===== src/rtl/mbox_pkg.sv =====
package mbox_pkg;
  typedef enum logic [1:0] {
    MB_IN   = 2'd0,
    MB_OUT  = 2'd1,
    MB_STAT = 2'd2,
    MB_MASK = 2'd3
  } mb_reg_e;
endpackage


===== src/rtl/mbox_dir.sv =====
module mbox_dir #(
  parameter int LANES = 8,
  parameter int LW    = 8,
  localparam int DW   = LANES * LW
) (
  input  logic             clk,
  input  logic             rst_n,
  input  logic             wr_en,
  input  logic [LANES-1:0] wr_be,
  input  logic [DW-1:0]    wr_data,
  input  logic             rd_en,
  input  logic [LANES-1:0] rd_be,
  output logic [DW-1:0]    box_q,
  output logic [LANES-1:0] full_q,
  output logic [LANES-1:0] fill_ev,
  output logic [LANES-1:0] drain_ev
);
  logic [LW-1:0] lane_q [LANES];

  function automatic logic [LANES-1:0] full_next(input logic [LANES-1:0] cur,
                                                 input logic [LANES-1:0] fill,
                                                 input logic [LANES-1:0] drain);
    return (cur & ~drain) | fill;
  endfunction

  assign fill_ev  = wr_en ? wr_be : '0;
  assign drain_ev = rd_en ? (rd_be & full_q) : '0;

  for (genvar i = 0; i < LANES; i++) begin : g_lane
    always_ff @(posedge clk) begin
      if (!rst_n)          lane_q[i] <= '0;
      else if (fill_ev[i]) lane_q[i] <= wr_data[i*LW +: LW];
    end
    assign box_q[i*LW +: LW] = lane_q[i];
  end

  always_ff @(posedge clk) begin
    if (!rst_n) full_q <= '0;
    else        full_q <= full_next(full_q, fill_ev, drain_ev);
  end

  // a filled lane reads full on the next cycle
  a_r2_fill_sets_full: assert property (@(posedge clk) disable iff (!rst_n)
    (|fill_ev) |=> ((full_q & $past(fill_ev)) == $past(fill_ev)));
  // a drained lane is empty next cycle unless refilled
  a_r3_drain_clears: assert property (@(posedge clk) disable iff (!rst_n)
    (|drain_ev) |=> ((full_q & $past(drain_ev & ~fill_ev)) == '0));
  // no lane becomes full without a write
  a_r10_no_stray_full: assert property (@(posedge clk) disable iff (!rst_n)
    1'b1 |=> ((full_q & ~$past(full_q) & ~$past(fill_ev)) == '0));
  // stored bytes hold when nothing is written
  a_r8_data_holds: assert property (@(posedge clk) disable iff (!rst_n)
    (fill_ev == '0) |=> $stable(box_q));
endmodule


===== src/rtl/mbox_side.sv =====
module mbox_side #(
  parameter int LANES = 8,
  localparam int SW   = 2 * LANES
) (
  input  logic             clk,
  input  logic             rst_n,
  input  logic [LANES-1:0] arrive_ev,
  input  logic [LANES-1:0] taken_ev,
  input  logic             stat_we,
  input  logic             mask_we,
  input  logic [SW-1:0]    wdata,
  input  logic [1:0]       wbe,
  output logic [SW-1:0]    stat_q,
  output logic [SW-1:0]    mask_q,
  output logic             irq
);
  logic [SW-1:0] be_bits;
  logic [SW-1:0] set_bits;
  logic [SW-1:0] clr_bits;

  function automatic logic [SW-1:0] sticky_next(input logic [SW-1:0] cur,
                                                input logic [SW-1:0] set,
                                                input logic [SW-1:0] clr);
    return (cur & ~clr) | set;
  endfunction

  function automatic logic [SW-1:0] merge(input logic [SW-1:0] cur,
                                          input logic [SW-1:0] wd,
                                          input logic [SW-1:0] en);
    return (cur & ~en) | (wd & en);
  endfunction

  assign be_bits  = {{LANES{wbe[1]}}, {LANES{wbe[0]}}};
  assign set_bits = {taken_ev, arrive_ev};
  assign clr_bits = stat_we ? (wdata & be_bits) : '0;

  always_ff @(posedge clk) begin
    if (!rst_n) begin
      stat_q <= '0;
      mask_q <= '0;
    end else begin
      stat_q <= sticky_next(stat_q, set_bits, clr_bits);
      if (mask_we) mask_q <= merge(mask_q, wdata, be_bits);
    end
  end

  assign irq = |(stat_q & mask_q);

  // an unmasked event raises the interrupt on the next cycle
  a_r7_event_raises_irq: assert property (@(posedge clk) disable iff (!rst_n)
    ((|(set_bits & mask_q)) && !mask_we) |=> irq);
  // no mask, no interrupt
  a_r7_masked_quiet: assert property (@(posedge clk) disable iff (!rst_n)
    (mask_q == '0) |-> !irq);
  // status bits only appear from events
  a_r5_no_stray_status: assert property (@(posedge clk) disable iff (!rst_n)
    1'b1 |=> ((stat_q & ~$past(stat_q) & ~$past(set_bits)) == '0));
  // an arriving event survives a same-cycle clear
  a_r6_set_wins: assert property (@(posedge clk) disable iff (!rst_n)
    (|set_bits) |=> ((stat_q & $past(set_bits)) == $past(set_bits)));
endmodule


===== src/rtl/mbox_bank.sv =====
module mbox_bank #(
  parameter int LANES = 8,
  parameter int LW    = 8,
  localparam int DW   = LANES * LW,
  localparam int SW   = 2 * LANES
) (
  input  logic             clk,
  input  logic             rst_n,
  input  logic             h_we,
  input  logic             h_re,
  input  logic [1:0]       h_addr,
  input  logic [LANES-1:0] h_be,
  input  logic [DW-1:0]    h_wdata,
  output logic [DW-1:0]    h_rdata,
  output logic             h_irq,
  input  logic             b_we,
  input  logic             b_re,
  input  logic [1:0]       b_addr,
  input  logic [LANES-1:0] b_be,
  input  logic [DW-1:0]    b_wdata,
  output logic [DW-1:0]    b_rdata,
  output logic             b_irq
);
  import mbox_pkg::*;

  mb_reg_e ha, ba;
  logic [DW-1:0]    in_box, out_box;
  logic [LANES-1:0] in_full, out_full;
  logic [LANES-1:0] in_fill, in_drain, out_fill, out_drain;
  logic [SW-1:0]    h_stat, h_mask, b_stat, b_mask;
  logic             h_in_wr, b_out_wr, h_out_rd, b_in_rd;

  assign ha = mb_reg_e'(h_addr);
  assign ba = mb_reg_e'(b_addr);

  assign h_in_wr  = h_we && (ha == MB_IN);
  assign b_out_wr = b_we && (ba == MB_OUT);
  assign h_out_rd = h_re && (ha == MB_OUT);
  assign b_in_rd  = b_re && (ba == MB_IN);

  function automatic logic [DW-1:0] read_mux(input logic re, input mb_reg_e a,
                                             input logic [DW-1:0] inb,
                                             input logic [DW-1:0] outb,
                                             input logic [SW-1:0] st,
                                             input logic [SW-1:0] mk,
                                             input logic [LANES-1:0] rcv_full,
                                             input logic [LANES-1:0] snd_full);
    logic [DW-1:0] r;
    r = '0;
    if (re) begin
      case (a)
        MB_IN:   r = inb;
        MB_OUT:  r = outb;
        MB_STAT: r[4*LANES-1:0] = {snd_full, rcv_full, st};
        default: r[SW-1:0] = mk;
      endcase
    end
    return r;
  endfunction

  mbox_dir #(.LANES(LANES), .LW(LW)) u_inbound (
    .clk(clk), .rst_n(rst_n),
    .wr_en(h_in_wr), .wr_be(h_be), .wr_data(h_wdata),
    .rd_en(b_in_rd), .rd_be(b_be),
    .box_q(in_box), .full_q(in_full), .fill_ev(in_fill), .drain_ev(in_drain)
  );

  mbox_dir #(.LANES(LANES), .LW(LW)) u_outbound (
    .clk(clk), .rst_n(rst_n),
    .wr_en(b_out_wr), .wr_be(b_be), .wr_data(b_wdata),
    .rd_en(h_out_rd), .rd_be(h_be),
    .box_q(out_box), .full_q(out_full), .fill_ev(out_fill), .drain_ev(out_drain)
  );

  mbox_side #(.LANES(LANES)) u_host_side (
    .clk(clk), .rst_n(rst_n),
    .arrive_ev(out_fill), .taken_ev(in_drain),
    .stat_we(h_we && (ha == MB_STAT)), .mask_we(h_we && (ha == MB_MASK)),
    .wdata(h_wdata[SW-1:0]), .wbe(h_be[1:0]),
    .stat_q(h_stat), .mask_q(h_mask), .irq(h_irq)
  );

  mbox_side #(.LANES(LANES)) u_back_side (
    .clk(clk), .rst_n(rst_n),
    .arrive_ev(in_fill), .taken_ev(out_drain),
    .stat_we(b_we && (ba == MB_STAT)), .mask_we(b_we && (ba == MB_MASK)),
    .wdata(b_wdata[SW-1:0]), .wbe(b_be[1:0]),
    .stat_q(b_stat), .mask_q(b_mask), .irq(b_irq)
  );

  assign h_rdata = read_mux(h_re, ha, in_box, out_box, h_stat, h_mask, out_full, in_full);
  assign b_rdata = read_mux(b_re, ba, in_box, out_box, b_stat, b_mask, in_full, out_full);

  // a host write aimed at the outbound word leaves it untouched
  a_r8_host_no_outbound_write: assert property (@(posedge clk) disable iff (!rst_n)
    (h_we && (ha == MB_OUT) && !b_out_wr) |=> $stable(out_box));
  // a back-end write aimed at the inbound word leaves it untouched
  a_r8_back_no_inbound_write: assert property (@(posedge clk) disable iff (!rst_n)
    (b_we && (ba == MB_IN) && !h_in_wr) |=> $stable(in_box));
  // no read strobe, no read data
  a_r12_idle_rdata: assert property (@(posedge clk) disable iff (!rst_n)
    (!h_re |-> (h_rdata == '0)) and (!b_re |-> (b_rdata == '0)));
endmodule


===== config.mk =====
export PLATFORM = sky130hd
export DESIGN_NAME = mbox_bank
export DESIGN_NICKNAME = d
export VERILOG_FILES = /design/src/rtl/mbox_pkg.sv /design/src/rtl/mbox_dir.sv /design/src/rtl/mbox_side.sv /design/src/rtl/mbox_bank.sv
export SDC_FILE = /design/constraint.sdc
export NUM_CORES = 1
export LEC_CHECK = 0
export ABC_AREA = 1
export BUFFER_PORTS_ARGS = -buffer_cell sky130_fd_sc_hd__clkbuf_2
export CAP_MARGIN = 0
export CORE_MARGIN = 5
export CORE_UTILIZATION = 40
export CTS_CLUSTER_SIZE = 12
export DETAILED_ROUTE_END_ITERATION = 7
export HOLD_SLACK_MARGIN = 0.1
export PLACE_DENSITY_LB_ADDON = 0.08
export RECOVER_POWER = 25
export SYNTH_ARGS = -nofsm -noshare
export SYNTH_HDL_FRONTEND = slang
export SYNTH_HIERARCHICAL = 1
export SYNTH_SLANG_ARGS = --single-unit

===== constraint.sdc =====
create_clock -name clk -period 5.9 [get_ports clk]
set_input_delay 1.18 -clock clk [delete_from_list [all_inputs] [get_ports clk]]
set_output_delay 1.18 -clock clk [all_outputs]
set_load 0.02 [all_outputs]

==> parameters.txt <==
Parameter                              Value

Setup path
  Category of the worst setup path capture point    primary output
  Cells traversed along the worst timing path    clkbuf_2, clkbuf_1, nand3_1, nand3_1, nand2_1, inv_1, clkbuf_2
  Critical path buffers and inverters    4
  Endpoint of the worst register-to-register path    u_host_side/stat_q[12]
  Sort of element at the start of the critical path    input pin
  Highest fanout seen on the critical path    39
  Critical Path Max Stage Delay    1240 ps
  Worst R2R Start    u_inbound/full_q[4]
  Slowest CP cell    sky130_fd_sc_hd__clkbuf_1
  Top Family by Delay on Critical Path    buffers and inverters
  Register-to-Register Path Depth    4
  First element of the critical path    b_addr[1]
  Worst setup path category    in -> out
  R2R setup slack    4970 ps
  Required arrival time at the worst endpoint    4720 ps
  WP data arrival    3540 ps

CTS
  Number of hold buffers added after CTS    0
  CTS tree    yes
  Post-CTS setup buffers    0
  TritonCTS buffer count    25
  H-tree depth    1
  Latest clock arrival within the worst-skew pair    520 ps
  Post-CTS resize count    0
  Clock sinks    208
  Root Buffer    sky130_fd_sc_hd__clkbuf_16
  Clock-pin slew on the worst setup and hold paths    60 ps
  Number of buffers on the longest clock path    3

Route
  Antenna violation net count after detailed routing    0
  Routed wire length    41,600 um
  Total iterations of the first detailed-routing run    5
  Average via count per standard cell    4.98
  Initial detailed-routing violation count    952
  Drc violations    0
  Routed len/inst    18.0 um
  Number of vias in the routed layout    11,500

Pwr
  Power per cell area    264 mW/mm^2
  Pleak    7.38 nW
  IR Drop Worst-Case VDD    0.000154 V

Floorplanning
  Row count    63
  Num ports    284
  Full die area    0.0332 mm^2
  Starting density of the core    40.3%
  Area inside the core boundary    0.0295 mm^2
  Width of the die    182 um
  Die H    182 um

GRT
  First-pass GRT wire length    63,100 um
  Global-route usage over all layers    23.9%
  Number of global-route vias before repair    11,000
  Remaining Overflow, GRT    0
  Maximum number of pins on one net before global-route repair    59
  Number of antenna violations at the first check in global routing    2

Timing
  Final Setup Violations    0
  Unrepaired setup endpoints after global routing    no
  Headroom to the max-slew limit    -11.0%
  Total negative setup slack    0 ps
  Number of pins with negative max-slew slack in the final report    40
  Slew at the pin closest to its max-slew limit    1670 ps
  Ratio of final minimum period to clock period    79.9%
  Total count of hold-check failures in the final report    0
  Post-route worst hold slack    499 ps
  Layout Skew    6.29 ps
  Highest clock rate    212 MHz
  Minimum clock period after layout    4720 ps

Yosys
  Proportion of synthesized flip-flops having asynchronous set or reset    0%
  Post-synthesis cell type count    25
  Number of synthesized register bits    208
  Dominant synthesized flop cell    sky130_fd_sc_hd__edfxtp_1
  Yosys top cell area share    32.4%
  Sequential share of the synthesized area    45.8%
  Number of nets in the synthesized netlist    1,815
  Leading cell types by total area after synthesis    sky130_fd_sc_hd__edfxtp_1, sky130_fd_sc_hd__dfxtp_1, sky130_fd_sc_hd__nand2_1, sky130_fd_sc_hd__inv_1, sky130_fd_sc_hd__nand3_1
  Library cell with the highest instance count after synthesis    sky130_fd_sc_hd__nand2_1
  Yosys warns    6
  Gate count of the mapped netlist    1,661
  Synth top cells by count    sky130_fd_sc_hd__nand2_1, sky130_fd_sc_hd__inv_1, sky130_fd_sc_hd__nor2_1
  Syn_area_per_cell    7.15 um^2
  Area of the mapped netlist    0.0119 mm^2
  Number of synthesized flops with an enable pin    128
  Dominant cell type by area after synthesis    sky130_fd_sc_hd__edfxtp_1

Placed design
  Placer's final routability congestion estimate    0.889
  Total placed instance area    0.0133 mm^2
  Detailed Place HPWL    31,400 um
  Quantity of I/O buffers inserted on ports    283

Min path
  End point of the worst hold path    u_back_side/stat_q[8]
  Classification of the worst-slack hold path    reg -> reg
  Launch instance of the worst min-delay path    u_back_side/stat_q[8]
  Hold Path Stages    2

Finish
  Fraction of layout cells with a size suffix above 1    18.6%
  Post-route cell area    0.0140 mm^2
  # nets final    2,060
  Synth-to-layout area growth    18.0%
  Fillers    3,155

Outcome
  Status    finished, violations left
  Violated checks    max-capacitance violations, max-slew violations

Run
  # Max-Cap Violations    1
==> cells in the final DEF (no fill, tap or decap), drive strengths merged <==
cell type	synthesis	layout
inv	312	312
clkbuf	7	317
bufinv	0	2
diode	0	2
o21ai	86	86
nor3	4	4
nand4	2	2
nand2	416	416
nor2	248	248
nand3	218	218
edfxtp	128	128
clkinvlp	0	2
buf	74	13
clkinv	0	10
dfxtp	80	80
a21oi	86	86
==> worst max-delay path by stage <==
stage	end	slack, ps	cells past startpoint
6_report	b_rdata[20]	1180	7
5_1_grt	b_rdata[20]	930	7
4_1_cts	h_rdata[35]	1730	5
3_5_place_dp	h_rdata[35]	1730	5
3_3_place_gp	h_rdata[41]	1790	5
2_1_floorplan	h_rdata[43]	2650	5
==> per-stage QoR <==
| stage | power (W) | setup slack (ps) | util [%] | cells |
|---|---|---|---|---|
| 5_1_grt | 0.00384 | 933 | 47.5 | 2316 |
| 2_1_floorplan | 0.00199 | 2650 | - | 1661 |
| 3_3_place_gp | 0.00220 | 1790 | 45.2 | 2269 |
| 4_1_cts | 0.00373 | 1730 | 48.0 | 2314 |
| 6_report | 0.00370 | 1180 | 47.5 | 2316 |
| 3_5_place_dp | 0.00220 | 1730 | 45.2 | 2269 |
==> layer usage <==
layer	wire length (um)	GRT usage (%)
met1	18700	33.8
met2	19000	38.7
met3	2960	3.61
met4	956	5.91
met5	0	0
==> cell type report <==
cell class | count | area [um^2] | share of cell area, %
flip-flops and latches | 208 | 5450 | 38.9
multi-input cells | 1060 | 4580 | 32.7
clock buffers | 31 | 679 | 4.85
inverters | 312 | 1170 | 8.36
diodes | 2 | 5.00 | 0.0357
well taps | 390 | 488 | 3.48
clock inverters | 14 | 124 | 0.884
repair buffers | 299 | 1520 | 10.9
==> where the power goes <==
group | internal (W) | switching [W]
clock network | 0.000902 | 0.000627
registers | 0.00162 | 0.0000551
logic | 0.000146 | 0.000348
total | 0.00267 | 0.00103
==> tightest hold or removal path, cell delays in order (launching register included) <==
cell                      delay (ps)
sky130_fd_sc_hd__dfxtp_1         320
sky130_fd_sc_hd__o21ai_0          70
sky130_fd_sc_hd__a21oi_1          60
==> kinds of logic after synthesis <==
group / count (synthesis) / share of synthesized area, %
simple gates: 888 / 31.9
compound gates: 172 / 7.50
flops: 208 / 45.8
buf+inv: 393 / 14.7
Note: power is estimated with default switching activity, not from simulation.
